**config.mk**
```make
export PLATFORM = sky130hd
export DESIGN_NAME = err_irq_regs
export DESIGN_NICKNAME = d
export VERILOG_FILES = /design/src/rtl/err_irq_pkg.sv /design/src/rtl/err_wr_stage.sv /design/src/rtl/err_status.sv /design/src/rtl/err_irq_ctrl.sv /design/src/rtl/err_irq_regs.sv
export SDC_FILE = /design/constraint.sdc
export NUM_CORES = 1
export LEC_CHECK = 0
export BUFFER_PORTS_ARGS = -buffer_cell sky130_fd_sc_hd__buf_2
export CORE_UTILIZATION = 36
export CTS_CLUSTER_SIZE = 12
export DETAILED_ROUTE_END_ITERATION = 8
export PLACE_DENSITY = 0.84
export SETUP_SLACK_MARGIN = 0.05
export SLEW_MARGIN = 20
export SYNTH_ARGS = -nofsm -noshare
export SYNTH_HDL_FRONTEND = slang
export SYNTH_SLANG_ARGS = --single-unit
```
**constraint.sdc**
```tcl
create_clock -name clk -period 1.85 [get_ports clk]
set_input_delay 0.4625 -clock clk [delete_from_list [all_inputs] [get_ports clk]]
set_output_delay 0.4625 -clock clk [all_outputs]
set_load 0.05 [all_outputs]
```
**src/rtl/err_irq_pkg.sv**
```systemverilog
`timescale 1ns/1ps
// Package: register selection type and offset decode shared by the
// error/interrupt register block. Assumes word addressing.
package err_irq_pkg;

    localparam int unsigned OFS_STATUS = 0;
    localparam int unsigned OFS_IEN    = 1;
    localparam int unsigned OFS_RAW    = 2;

    typedef enum logic [1:0] {
        SEL_NONE   = 2'd0,
        SEL_STATUS = 2'd1,
        SEL_IEN    = 2'd2,
        SEL_RAW    = 2'd3
    } reg_sel_e;

    // Map a word offset onto the register it selects.
    function automatic reg_sel_e decode_sel(input logic [31:0] ofs);
        reg_sel_e s;
        case (ofs)
            OFS_STATUS: s = SEL_STATUS;
            OFS_IEN:    s = SEL_IEN;
            OFS_RAW:    s = SEL_RAW;
            default:    s = SEL_NONE;
        endcase
        return s;
    endfunction

endpackage

```
**src/rtl/err_wr_stage.sv**
```systemverilog
`timescale 1ns/1ps
// Module: err_wr_stage
// Registers an incoming bus write and turns it into a staged clear mask
// for the status flags plus a staged enable-bit write. The staged request
// takes effect one cycle later, which gives the one-cycle write-to-read
// visibility delay. Assumes ADDR_W <= 32 and NUM_ERR <= DATA_W.
module err_wr_stage
    import err_irq_pkg::*;
#(
    parameter int unsigned ADDR_W  = 4,
    parameter int unsigned DATA_W  = 32,
    parameter int unsigned NUM_ERR = 3
) (
    input  logic               clk,
    input  logic               rst_n,
    input  logic               wr_en,
    input  logic [ADDR_W-1:0]  addr,
    input  logic [DATA_W-1:0]  wdata,
    output logic [NUM_ERR-1:0] clr_mask,
    output logic               ien_wr,
    output logic               ien_val
);

    reg_sel_e wsel;

    // Decode which register the write targets.
    always_comb wsel = decode_sel(32'(addr));

    // Capture the write for application in the next cycle.
    always_ff @(posedge clk) begin
        if (!rst_n) begin
            clr_mask <= '0;
            ien_wr   <= 1'b0;
            ien_val  <= 1'b0;
        end else begin
            clr_mask <= (wr_en && wsel == SEL_STATUS) ? wdata[NUM_ERR-1:0] : '0;
            ien_wr   <= wr_en && (wsel == SEL_IEN);
            ien_val  <= wdata[0];
        end
    end

endmodule

```
**src/rtl/err_status.sv**
```systemverilog
`timescale 1ns/1ps
// Module: err_status
// Holds one sticky flag per error source. A flag sets on an enabled event
// and clears on a staged write-one-to-clear. An event in the same cycle
// as a clear wins. Assumes events are sampled at the clock edge.
module err_status #(
    parameter int unsigned NUM_ERR = 3
) (
    input  logic               clk,
    input  logic               rst_n,
    input  logic [NUM_ERR-1:0] ev,
    input  logic [NUM_ERR-1:0] en,
    input  logic [NUM_ERR-1:0] clr,
    output logic [NUM_ERR-1:0] flags
);

    for (genvar i = 0; i < NUM_ERR; i++) begin : g_flag
        // Per-source sticky flag with event priority over clear.
        always_ff @(posedge clk) begin
            if (!rst_n)
                flags[i] <= 1'b0;
            else if (ev[i] && en[i])
                flags[i] <= 1'b1;
            else if (clr[i])
                flags[i] <= 1'b0;
        end

        assert_event_wins_R11: assert property (@(posedge clk) disable iff (!rst_n)
            (ev[i] && en[i] && clr[i]) |=> flags[i]);

        assert_sticky_R12: assert property (@(posedge clk) disable iff (!rst_n)
            (flags[i] && !clr[i]) |=> flags[i]);

        // Covers R3, R4 and R5: a flag only rises on an enabled event.
        assert_gated_set_R3: assert property (@(posedge clk) disable iff (!rst_n)
            $rose(flags[i]) |-> $past(ev[i] && en[i]));
    end

endmodule

```
**src/rtl/err_irq_ctrl.sv**
```systemverilog
`timescale 1ns/1ps
// Module: err_irq_ctrl
// Forms the summary raw-interrupt bit from the flags and keeps the
// interrupt-enable bit. Any staged clear drops the enable. The request
// output is the raw bit gated by the enable.
module err_irq_ctrl #(
    parameter int unsigned NUM_ERR = 3
) (
    input  logic               clk,
    input  logic               rst_n,
    input  logic [NUM_ERR-1:0] flags,
    input  logic [NUM_ERR-1:0] clr,
    input  logic               ien_wr,
    input  logic               ien_val,
    output logic               raw,
    output logic               ien,
    output logic               irq
);

    // Summary of all flags.
    always_comb raw = |flags;

    // Request combines summary and enable.
    always_comb irq = raw && ien;

    // Enable bit: auto-clear on acknowledge, otherwise software write.
    always_ff @(posedge clk) begin
        if (!rst_n)
            ien <= 1'b0;
        else if (|clr)
            ien <= 1'b0;
        else if (ien_wr)
            ien <= ien_val;
    end

    assert_ien_autoclear_R7: assert property (@(posedge clk) disable iff (!rst_n)
        (|clr) |=> !ien);

    assert_ien_hold_R13: assert property (@(posedge clk) disable iff (!rst_n)
        (!(|clr) && !ien_wr) |=> $stable(ien));

endmodule

```
**src/rtl/err_irq_regs.sv**
```systemverilog
`timescale 1ns/1ps
// Module: err_irq_regs (top)
// Error status / interrupt register block. Writes pass through a one-cycle
// stage, flags and the enable live in sub-blocks, and reads are returned
// registered one cycle after the strobe. Assumes at most one access per
// cycle from the bus side.
module err_irq_regs
    import err_irq_pkg::*;
#(
    parameter int unsigned ADDR_W  = 4,
    parameter int unsigned DATA_W  = 32,
    parameter int unsigned NUM_ERR = 3
) (
    input  logic               clk,
    input  logic               rst_n,
    input  logic               wr_en,
    input  logic               rd_en,
    input  logic [ADDR_W-1:0]  addr,
    input  logic [DATA_W-1:0]  wdata,
    output logic [DATA_W-1:0]  rdata,
    output logic               rvalid,
    input  logic [NUM_ERR-1:0] err_en,
    input  logic [NUM_ERR-1:0] err_ev,
    output logic               irq
);

    localparam int unsigned PAD_W = DATA_W - NUM_ERR;

    logic [NUM_ERR-1:0] clr_mask;
    logic               ien_wr;
    logic               ien_val;
    logic [NUM_ERR-1:0] flags;
    logic               raw;
    logic               ien;
    reg_sel_e           rsel;
    logic [DATA_W-1:0]  rd_mux;

    err_wr_stage #(.ADDR_W(ADDR_W), .DATA_W(DATA_W), .NUM_ERR(NUM_ERR)) u_wr (
        .clk(clk), .rst_n(rst_n), .wr_en(wr_en), .addr(addr), .wdata(wdata),
        .clr_mask(clr_mask), .ien_wr(ien_wr), .ien_val(ien_val)
    );

    err_status #(.NUM_ERR(NUM_ERR)) u_st (
        .clk(clk), .rst_n(rst_n), .ev(err_ev), .en(err_en), .clr(clr_mask),
        .flags(flags)
    );

    err_irq_ctrl #(.NUM_ERR(NUM_ERR)) u_ic (
        .clk(clk), .rst_n(rst_n), .flags(flags), .clr(clr_mask),
        .ien_wr(ien_wr), .ien_val(ien_val), .raw(raw), .ien(ien), .irq(irq)
    );

    // Decode the read target.
    always_comb rsel = decode_sel(32'(addr));

    // Select read data, reserved bits forced to zero.
    always_comb begin
        case (rsel)
            SEL_STATUS: rd_mux = {{PAD_W{1'b0}}, flags};
            SEL_IEN:    rd_mux = {{(DATA_W-1){1'b0}}, ien};
            SEL_RAW:    rd_mux = {{(DATA_W-1){1'b0}}, raw};
            default:    rd_mux = '0;
        endcase
    end

    // Register the read result and its valid flag.
    always_ff @(posedge clk) begin
        if (!rst_n) begin
            rdata  <= '0;
            rvalid <= 1'b0;
        end else begin
            rvalid <= rd_en;
            if (rd_en)
                rdata <= rd_mux;
        end
    end

    assert_rd_latency_R10: assert property (@(posedge clk) disable iff (!rst_n)
        rd_en |=> rvalid);

    assert_irq_gate_R9: assert property (@(posedge clk) disable iff (!rst_n)
        irq |-> (ien && (|flags)));

endmodule

```
==> flow_summary.json <==
{
  "final-instance-count-excl-fill": 126,
  "cts_made_buffers": 3,
  "p_leak_nw": 0.371,
  "avgSynthCellArea_um2": 9.19,
  "drt_iter0_drc": 4,
  "fin_skew_ns": 0.00516,
  "antenna_found_initial": 0,
  "clockBufferDepth": 2,
  "slowest_delay_ns": 0.35,
  "path_max_fanout": 4,
  "cp_num_buf_inv": 1,
  "drc": 0,
  "start_util": 0.398,
  "die_w_um": 46.6,
  "num_vias": 504,
  "setup_ws_ns": 0.265,
  "period_share": 0.857,
  "post-place-cells": 122,
  "status": "finished clean",
  "dpl_cell_area_um2": 733,
  "die_y_um": 46.6,
  "core-area_um2": 1800,
  "slew_violations": 0,
  "clock_latency_ns": 0.28,
  "crit_chain": "o31a_1, buf_2",
  "area_delta_synth_final_pct": 5.93,
  "cts.hold.buffers_added": 0,
  "critPathCaptureType": "primary output",
  "grt_pass1_vias": 402,
  "peakVddDrop_mv": 0.420,
  "syn-cell-area_um2": 717,
  "synth-seq-cells": 13,
  "crit_arrival_ns": 1.12,
  "dr.pass1.iters": 2,
  "routed_wl_um": 1110,
  "grt_first_pass_wirelength_um": 1690,
  "multi_input_area_um2": 333,
  "num_rows": 15,
  "ios": 80,
  "synthTopCellsByArea": "dfxtp_1, buf_4, and2_1",
  "die_area_um2": 2170,
  "rsz0062_at_grt": "no",
  "cts_tree": "yes",
  "cts_root_buffer": "clkbuf_4",
  "antenna_left": 0,
  "crit_slowest_cell": "dfxtp_1",
  "wl_per_cell_um": 8.81,
  "fmax_ghz": 0.631,
  "fin_tns_setup_ns": 0,
  "fin_nets": 148,
  "start_kind": "flop",
  "grt_max_degree": 12,
  "drive_gt1_frac": 0.267,
  "portBuffers": 21,
  "synth_cell_type_count": 25,
  "yosysTopAreaCellShare": 0.363,
  "vias_per_cell": 4.00,
  "synth_warnings": 0,
  "gr-total-overflow": 0,
  "post_cts_buffers": 0,
  "fin_area_um2": 759,
  "period_minus_slack_ns": 1.59,
  "htree_levels": 1,
  "synth_area_leader_cell": "dfxtp_1",
  "setup_viol": 0,
  "clk_pin_slew_ns": 0.07,
  "power_density_nw_per_um2": 856,
  "cts_sinks": 13,
  "grt_usage": 0.114,
  "synthCells": 78,
  "post-place-ws_ns": 0.558,
  "max_cap_violations": 0,
  "hold_path_class": "in -> reg",
  "place_hpwl_um": 911,
  "final-seq-area_um2": 260,
  "gp_congestion": 0.761,
  "required_ns": 1.39,
  "num-fill-cells": 191,
  "cts_resized": 0,
  "synth-seq-area-share": 0.363,
  "cp_top_family": "flip-flops",
  "power_uw": 650,
  "crit_type": "reg -> out",
  "hold_violations": 0,
  "num_antenna_cells": 0
}
registers in the layout, summed over array words and instances (netlist names):
signal / cells
u_st.flags: 3
u_wr.clr_mask: 3
u_ic.ien: 1
rvalid: 1
u_wr.ien_val: 1
u_wr.ien_wr: 1
rdata: 3
cell families after synthesis:
| kind of cell | Yosys count | synth area share |
|---|---|---|
| other | 1 | 0.00523 |
| multiplexers | 1 | 0.0140 |
| AO/OA/AOI/OAI | 10 | 0.0977 |
| AND/OR/NAND/NOR | 22 | 0.201 |
| buffers and inverters | 31 | 0.319 |
| flip-flops | 13 | 0.363 |
final cells by class:
class / instances / area share
Multi-Input combinational cell: 62 / 0.438
Inverter: 1 / 0.00494
Sequential cell: 13 / 0.343
Tap cell: 25 / 0.0412
Timing Repair Buffer: 21 / 0.138
Clock buffer: 4 / 0.0346
path summary, 6_finish.rpt:
check                                    from                          end  slack [ns]  cells after the start
setup / recovery   u_st.flags[2]$_SDFFE_PN0P_                          irq        0.26                      2
hold / removal                       wdata[1]  u_wr.clr_mask[1]$_SDFF_PN0_        0.39                      2
setup reg to reg   u_st.flags[2]$_SDFFE_PN0P_        rdata[0]$_SDFFE_PN0P_        0.98                      3
hold reg to reg   u_wr.clr_mask[2]$_SDFF_PN0_        u_ic.ien$_SDFFE_PP0P_        0.41                      1
cell usage after synthesis, drive strengths merged:
cell type,number
conb,1
nor4,2
and4,1
nor3,2
buf,30
o21a,1
nand2,3
and4b,1
nor2b,1
dfxtp,13
mux2i,1
o31a,1
a21boi,4
nand3,3
inv,1
and2,5
a22oi,1
o21ai,2
a31oi,1
nand2b,4
through the flow:
step                hold slack (ns)  utilization
finish                        0.389        0.422
floorplan                     0.388            -
global route                  0.400        0.422
global placement              0.402        0.407
CTS                           0.388        0.422
detailed placement            0.407        0.407
power by group:
| part | switching, mW | internal (mW) |
|---|---|---|
| logic | 0.157 | 0.0245 |
| clock network | 0.0913 | 0.0836 |
| registers | 0.00600 | 0.288 |
layer usage:
layer | track usage | vias to the layer above | part of all wire
li1 | - | 246 | -
met1 | 0.129 | 218 | 0.44
met2 | 0.178 | 36 | 0.45
met3 | 0.0588 | 4 | 0.10
met4 | 0.0514 | 0 | 0.013
met5 | 0 | - | 0
layout by cell type (no fill, tap or decap):
| cell type | count |
|---|---|
| nor3_2 | 1 |
| o21ai_1 | 1 |
| a31oi_1 | 1 |
| nor2b_1 | 1 |
| o31a_1 | 1 |
| o21ai_0 | 1 |
| a22oi_1 | 1 |
| and4_1 | 1 |
| nor4_1 | 1 |
| mux2i_1 | 1 |
| and2_1 | 5 |
| a21boi_1 | 2 |
| nor4_2 | 1 |
| nand2b_2 | 1 |
| dfxtp_1 | 13 |
| nand3_1 | 3 |
| a21boi_0 | 2 |
| nand2b_1 | 3 |
| conb_1 | 29 |
| and4b_1 | 1 |
| clkbuf_4 | 3 |
| nand2_1 | 3 |
| nor3_1 | 1 |
| inv_1 | 1 |
| o21a_1 | 1 |
| clkbuf_1 | 1 |
| buf_2 | 21 |
(Power assumes the default switching activity.)
